==> src/rtl/clkout_pkg.sv <==
package clkout_pkg;
  parameter int unsigned SEL_W_DEFAULT = 3;

  typedef enum logic {
    SRC_PORT  = 1'b0,
    SRC_CLOCK = 1'b1
  } pin_src_e;
endpackage

==> src/rtl/clkout_restart_detect.sv <==
module clkout_restart_detect #(
  parameter int unsigned SEL_W = clkout_pkg::SEL_W_DEFAULT
) (
  input  logic             clk,
  input  logic             rst_n,
  input  logic             en,
  input  logic [SEL_W-1:0] sel,
  output logic [SEL_W-1:0] sel_q,
  output logic             restart
);
  logic en_q;

  always_ff @(posedge clk or negedge rst_n) begin
    if (!rst_n) begin
      en_q  <= 1'b0;
      sel_q <= '0;
    end else begin
      en_q  <= en;
      sel_q <= sel;
    end
  end

  // Restart on disable, on the first enabled edge, and on any code change.
  assign restart = !en || !en_q || (sel != sel_q);

  // an enabled edge that follows a disabled one must restart
  p_enable_restarts_r7: assert property (@(posedge clk) disable iff (!rst_n)
    (en && !$past(en)) |-> restart);
endmodule

==> src/rtl/clkout_divider.sv <==
module clkout_divider #(
  parameter int unsigned SEL_W = clkout_pkg::SEL_W_DEFAULT
) (
  input  logic             clk,
  input  logic             rst_n,
  input  logic             restart,
  input  logic [SEL_W-1:0] sel_q,
  output logic             phase
);
  localparam logic [SEL_W-1:0] ONE = SEL_W'(1);

  logic [SEL_W-1:0] cnt;
  logic             phase_end;

  assign phase_end = (cnt == sel_q - ONE);

  always_ff @(posedge clk or negedge rst_n) begin
    if (!rst_n) begin
      cnt   <= '0;
      phase <= 1'b0;
    end else if (restart || (sel_q == '0)) begin
      cnt   <= '0;
      phase <= 1'b0;
    end else if (phase_end) begin
      cnt   <= '0;
      phase <= ~phase;
    end else begin
      cnt   <= cnt + ONE;
    end
  end

  // a restart always leaves the wave at the start of a low phase
  p_restart_low_r6: assert property (@(posedge clk) disable iff (!rst_n)
    restart |=> (!phase && cnt == '0));

  // the last count of a phase flips the level
  p_toggle_at_end_r1: assert property (@(posedge clk) disable iff (!rst_n)
    (!restart && sel_q != '0 && cnt == sel_q - ONE) |=> (phase != $past(phase)));

  // the counter never passes the selected half period
  p_cnt_in_range_r2: assert property (@(posedge clk) disable iff (!rst_n)
    (sel_q != '0) |-> (cnt < sel_q));
endmodule

==> src/rtl/clkout_pin_mux.sv <==
module clkout_pin_mux (
  input  logic en,
  input  logic phase,
  input  logic port_dout,
  input  logic port_dir,
  output logic pin_out,
  output logic pin_oe
);
  import clkout_pkg::*;

  pin_src_e src;

  assign src = en ? SRC_CLOCK : SRC_PORT;

  always_comb begin
    unique case (src)
      SRC_CLOCK: begin
        pin_out = phase;
        pin_oe  = 1'b1;
      end
      default: begin
        pin_out = port_dout;
        pin_oe  = port_dir;
      end
    endcase
  end
endmodule

==> src/rtl/clkout_pin_driver.sv <==
module clkout_pin_driver #(
  parameter int unsigned SEL_W = clkout_pkg::SEL_W_DEFAULT
) (
  input  logic             clk,
  input  logic             rst_n,
  input  logic             clk_out_en,
  input  logic [SEL_W-1:0] div_sel,
  input  logic             port_dout,
  input  logic             port_dir,
  output logic             pin_out,
  output logic             pin_oe
);
  logic [SEL_W-1:0] sel_q;
  logic             restart;
  logic             phase;

  clkout_restart_detect #(.SEL_W(SEL_W)) u_detect (
    .clk     (clk),
    .rst_n   (rst_n),
    .en      (clk_out_en),
    .sel     (div_sel),
    .sel_q   (sel_q),
    .restart (restart)
  );

  clkout_divider #(.SEL_W(SEL_W)) u_div (
    .clk     (clk),
    .rst_n   (rst_n),
    .restart (restart),
    .sel_q   (sel_q),
    .phase   (phase)
  );

  clkout_pin_mux u_mux (
    .en        (clk_out_en),
    .phase     (phase),
    .port_dout (port_dout),
    .port_dir  (port_dir),
    .pin_out   (pin_out),
    .pin_oe    (pin_oe)
  );

  // a zero code held across edges keeps the pin low
  p_zero_code_low_r4: assert property (@(posedge clk) disable iff (!rst_n)
    (clk_out_en && $past(clk_out_en) && div_sel == '0 && $past(div_sel) == '0) |-> !pin_out);

  // clock ownership forces the pad to drive
  p_oe_forced_r3: assert property (@(posedge clk) disable iff (!rst_n)
    clk_out_en |-> pin_oe);

  // with clock output off the port owns the pin
  p_port_passthru_r5: assert property (@(posedge clk) disable iff (!rst_n)
    !clk_out_en |-> (pin_out == port_dout && pin_oe == port_dir));
endmodule

==> config.mk <==
export PLATFORM = sky130hd
export DESIGN_NAME = clkout_pin_driver
export DESIGN_NICKNAME = d
export VERILOG_FILES = /design/src/rtl/clkout_pkg.sv /design/src/rtl/clkout_restart_detect.sv /design/src/rtl/clkout_divider.sv /design/src/rtl/clkout_pin_mux.sv /design/src/rtl/clkout_pin_driver.sv
export SDC_FILE = /design/constraint.sdc
export NUM_CORES = 1
export LEC_CHECK = 0
export ABC_AREA = 1
export CORE_AREA = 4 4 41 43
export DETAILED_ROUTE_END_ITERATION = 12
export DIE_AREA = 0 0 45 47
export GPL_TIMING_DRIVEN = 0
export PLACE_DENSITY = 0.63
export REMOVE_ABC_BUFFERS = 1
export SLEW_MARGIN = 30
export SYNTH_ARGS = -nofsm -noshare
export SYNTH_HDL_FRONTEND = slang
export SYNTH_SLANG_ARGS = --single-unit
==> constraint.sdc <==
create_clock -name clk -period 2.6 [get_ports clk]
set_input_delay 0.39 -clock clk [delete_from_list [all_inputs] [get_ports clk]]
set_output_delay 0.39 -clock clk [all_outputs]
set_load 0.05 [all_outputs]
### Yosys cells after proc, flatten, opt, wreduce, memory -nomap -nowiden

Cells that the tools add are included.

* add/subtract/negate cells: 2
* eq/ne operators: 2
* muxes and demuxes: 7
* bitwise gates (word level): 1
* reduce and logical (&&, ||, !) cells: 7

Operator list (number)
* $mux W3: 2
* $mux W1: 5
* $add A3 B1 Y3 const B: 1
* $eq A3 B3 Y1: 1
* $logic_not A3 Y1: 1
* $logic_or A1 B1 Y1: 3
* $ne A3 B3 Y1: 1
* $sub A3 B1 Y3 const B: 1
* $logic_not A1 Y1: 2
* $reduce_bool A2 Y1: 1
* $not A1 Y1: 1

* register bits after elaboration: 8
* input bits: 8
* output and inout port bits: 2
* word-level logic and storage cells: 23

### Depth between registers and ports, before layout

* word-level depth: 5
* mapped depth: 10
* gate-level depth less buffers: 10

### By module

Synthesis repeated with hierarchy kept, for this count alone.

* cell total of the unflattened synthesis: 73
* area total of the unflattened synthesis: 526.8 um2

By module, submodules not included
* clkout_divider: instances 1, cells an instance 45, area an instance 334.1 um2, seq. area each 100.1 um2
* clkout_restart_detect: instances 1, cells an instance 23, area an instance 171.4 um2, seq. area each 100.1 um2
* clkout_pin_mux: instances 1, cells an instance 5, area an instance 21.3 um2, seq. area each 0.0 um2

### Worst setup path before layout

Ideal clock, no wire load.

* path kind: input-to-output
* start: input clk_out_en
* end: output pin_out
* data arrival time: 1.178 ns
* required time: 2.210 ns
* path slack: 1.032 ns
* stages on the path: 2
* buffers on the path: 0
* path through: nor2_1 -> a21oi_1

* word-level cells in the longest chain between the ends: 2

Ends and longest elaborated chain
* start, declared: RTL line clkout_pin_driver.sv:6 `input logic clk_out_en,`
* $mux W1: RTL line clkout_pin_mux.sv:13 `assign src = en ? SRC_CLOCK : SRC_PORT;`
* $mux W1: RTL line clkout_pin_mux.sv:16 `unique case (src)`
* end, declared: RTL line clkout_pin_driver.sv:10 `output logic pin_out,`

Every way passes these cells.

### Worst setup path after layout

Ends and elaborated chain as after synthesis.

==> results by group <==
Placed design
  – Dpl cells: 91
  – Area after DPL: 601 µm²
  – Post-DP HPWL: 679 µm
  – Port buffer count: 9
  – GPL Wtd Cong: 0.692

Setup path
  – Worst Setup SP: clk_out_en
  – Arrival @ worst endpoint: 1910 ps
  – CP Cell Sequence: clkdlybuf4s50_1 > nor2_1 > a21oi_1 > clkdlybuf4s50_1
  – Crit path required time: 2210 ps
  – FF-to-FF Start: u_detect.sel_q[0]
  – Worst Setup Path Type: in2out
  – Worst path max stage delay: 820 ps
  – Slowest library cell on the worst path: clkdlybuf4s50_1
  – Worst r2r path cells: 9
  – Crit-path max FO: 5
  – R2R Path End: u_div.phase
  – Critical Path End: pin_out
  – R2R setup slack: 1190 ps
  – Crit-path most repeated cell: clkdlybuf4s50_1
  – Setup crit start kind: primary input
  – CP endpoint kind: primary output

Logic synthesis
  – Predominant post-synthesis flop cell: dfrtp_1
  – Synthesized cell area: 492 µm²
  – Most frequent cell after synthesis: nand2_1
  – Synthesis-stage register bit count: 8
  – Top cells by count, synth: nand2_1 (21), inv_1 (12), dfrtp_1 (8)
  – EDFF count, synth: 0
  – Post-Syn Instances: 67
  – Distinct cells, synth: 15
  – Area share of the leading cell type in the synthesized netlist: 0.407
  – Post-synth top area cell: dfrtp_1
  – Synth warnings: 0
  – Post-synthesis sequential area ratio: 0.407
  – Mean Syn Cell Area: 7.34 µm²
  – Post-synth ARST share: 1.00
  – Main area contributors after synthesis: dfrtp_1 (41%), nand2_1 (16%), inv_1 (9.2%)

Clocking
  – Total CTS buffers: 3
  – CTS tree: built
  – Worst-path clk slew: 50 ps
  – Later-pin clock latency in the skew report: 250 ps
  – Sink Count: 8
  – Post-CTS Setup Inserts: 0
  – Root buf cell: clkbuf_4
  – Post-CTS Hold Fix Bufs: 0
  – Post-cts sizing count: 0
  – Clk buf depth: 2
  – H-tree lvl count: 1

Cells and area
  – Area of the multi-input gates: 239 µm²
  – Register area: 200 µm²
  – ANT cells: 0
  – Final #Nets: 92
  – Share of layout cells above drive strength 1: 0.152
  – Cell Count, Final, Fillers Out: 94
  – Area grow syn2layout: 26.7%
  – Fin area: 623 µm²
  – FILL cells: 141

Route
  – Vias per cell: 4.38
  – DR pass1 iterations: 2
  – Vias: 412
  – Number of remaining DRC errors: 0
  – Routed len/inst: 8.56 µm
  – Routed wire length: 805 µm
  – DRT iter0 DRCs: 6
  – ANT nets after route: 0

STA
  – Final hold violation count: 0
  – Worst-Margin Slew: 498 ps
  – Setup TNS: 0 ps
  – Max-slew violations: 0
  – Final cycle utilization of the critical path: 0.886
  – Setup violation total in the final timing report: 0
  – Relative slew slack: 0.667
  – RSZ-0062 raised after global routing: false
  – Tmin final: 2300 ps
  – Fmax: 434 MHz
  – Skew final: 4.92 ps

Die
  – Std cell rows: 13
  – Core area: 1300 µm²
  – Starting Density: 0.378
  – Io pins: 10
  – Die width: 45 µm
  – Die area: 2120 µm²
  – Height of the die: 47 µm

Global route
  – First-pass GRT wire length: 1.37 mm
  – Remaining Overflow, GRT: 0
  – All-Layer GR Usage: 0.0960
  – Initial antenna violation count: 0
  – Largest net degree at the start of global routing: 9
  – Vias in the first global route: 350

Pwr
  – Pleak: 0.321 nW
  – VDD IR max: 0.342 mV
  – Switching Share: 0.262
  – Total power: 0.276 mW
  – P_sw: 0.0723 mW
  – PwrDens: 443 nW/µm²
  – Combinational share of power: 0.191
  – Clock network fraction of total power: 0.335
  – Register share of total power: 0.475
  – Int Power: 0.204 mW

Flow run
  – Max cap viols: 0

Min path
  – HP Class: in2async

Status
  – Run status: completed
## layer usage
| layer | wire [µm] | up-vias | global-route usage |
|---|---|---|---|
| met3 | 57 | 2 | 0.0690 |
| met4 | 12 | 0 | 0.0351 |
| li1 | - | 225 | - |
| met1 | 363 | 178 | 0.108 |
| met5 | 0 | - | 0 |
| met2 | 372 | 7 | 0.141 |
## cell usage in the layout (no fill, tap or decap)
cell,n
xnor2_1,1
nand3_1,4
a21oi_1,1
a21oi_2,1
nand3_2,1
or2_1,1
inv_2,2
clkdlybuf4s50_1,9
nand2_2,4
ha_1,3
dfrtp_1,8
nand2_1,21
nor2_1,6
nor2_4,1
clkbuf_4,3
o21ai_1,1
inv_1,12
## how the worst min path moves through the flow
| stage | end | slack (ps) | cells after the start |
|---|---|---|---|
| after floorplan | u_detect.en_q | 90 | 0 |
| after global placement | u_div.cnt[0] | 490 | 1 |
| after detailed placement | u_div.cnt[0] | 500 | 1 |
| after CTS | u_detect.sel_q[2] | 430 | 1 |
| after global routing | u_div.phase | 430 | 1 |
| final | u_detect.sel_q[0] | 420 | 1 |
## kinds of logic (layout without fill, tap and decap cells)
kind of cell,count (synthesis),after routing,share of synthesized area
simple gates,38,38,0.354
buf+inv,14,26,0.107
flops,8,8,0.407
fa+ha+maj,3,3,0.0763
compound gates,3,3,0.0382
xor+xnor,1,1,0.0178
## state kept, by name, summed over array words and instances, names as in the netlist
| name | cells |
|---|---|
| u_detect.sel_q | 3 |
| u_div.cnt | 3 |
| u_div.phase | 1 |
| u_detect.en_q | 1 |
## through the flow
stage / setup WS [ps] / utilization / hold slack, ps
2_1_floorplan: 1030 / - / 94.4
3_3_place_gp: 290 / 0.462 / 492
3_5_place_dp: 283 / 0.462 / 496
4_1_cts: 284 / 0.479 / 429
5_1_grt: 224 / 0.479 / 429
6_report: 296 / 0.479 / 419
## power groups by stage
stage	clock, mW	combinational (mW)	sequential (mW)
3_3_place_gp	0	0.0525	0.133
5_1_grt	0.107	0.0594	0.131
4_1_cts	0.0962	0.0536	0.131
3_5_place_dp	0	0.0535	0.133
2_1_floorplan	0	0.0315	0.133
6_report	0.0924	0.0526	0.131
## worst max-delay path, delay by kind of cell
kind	cells	cell delay, ps
compound gates	1	110
buf+inv	2	1350
simple gates	1	60
## area by class of cell
type	count	area share
Multi-Input combinational cell	45	0.384
Tap cell	15	0.0301
Clock buffer	3	0.0361
Inverter	14	0.0843
Timing Repair Buffer	9	0.145
Sequential cell	8	0.321
No activity file was read; power rests on OpenSTA's default activity.
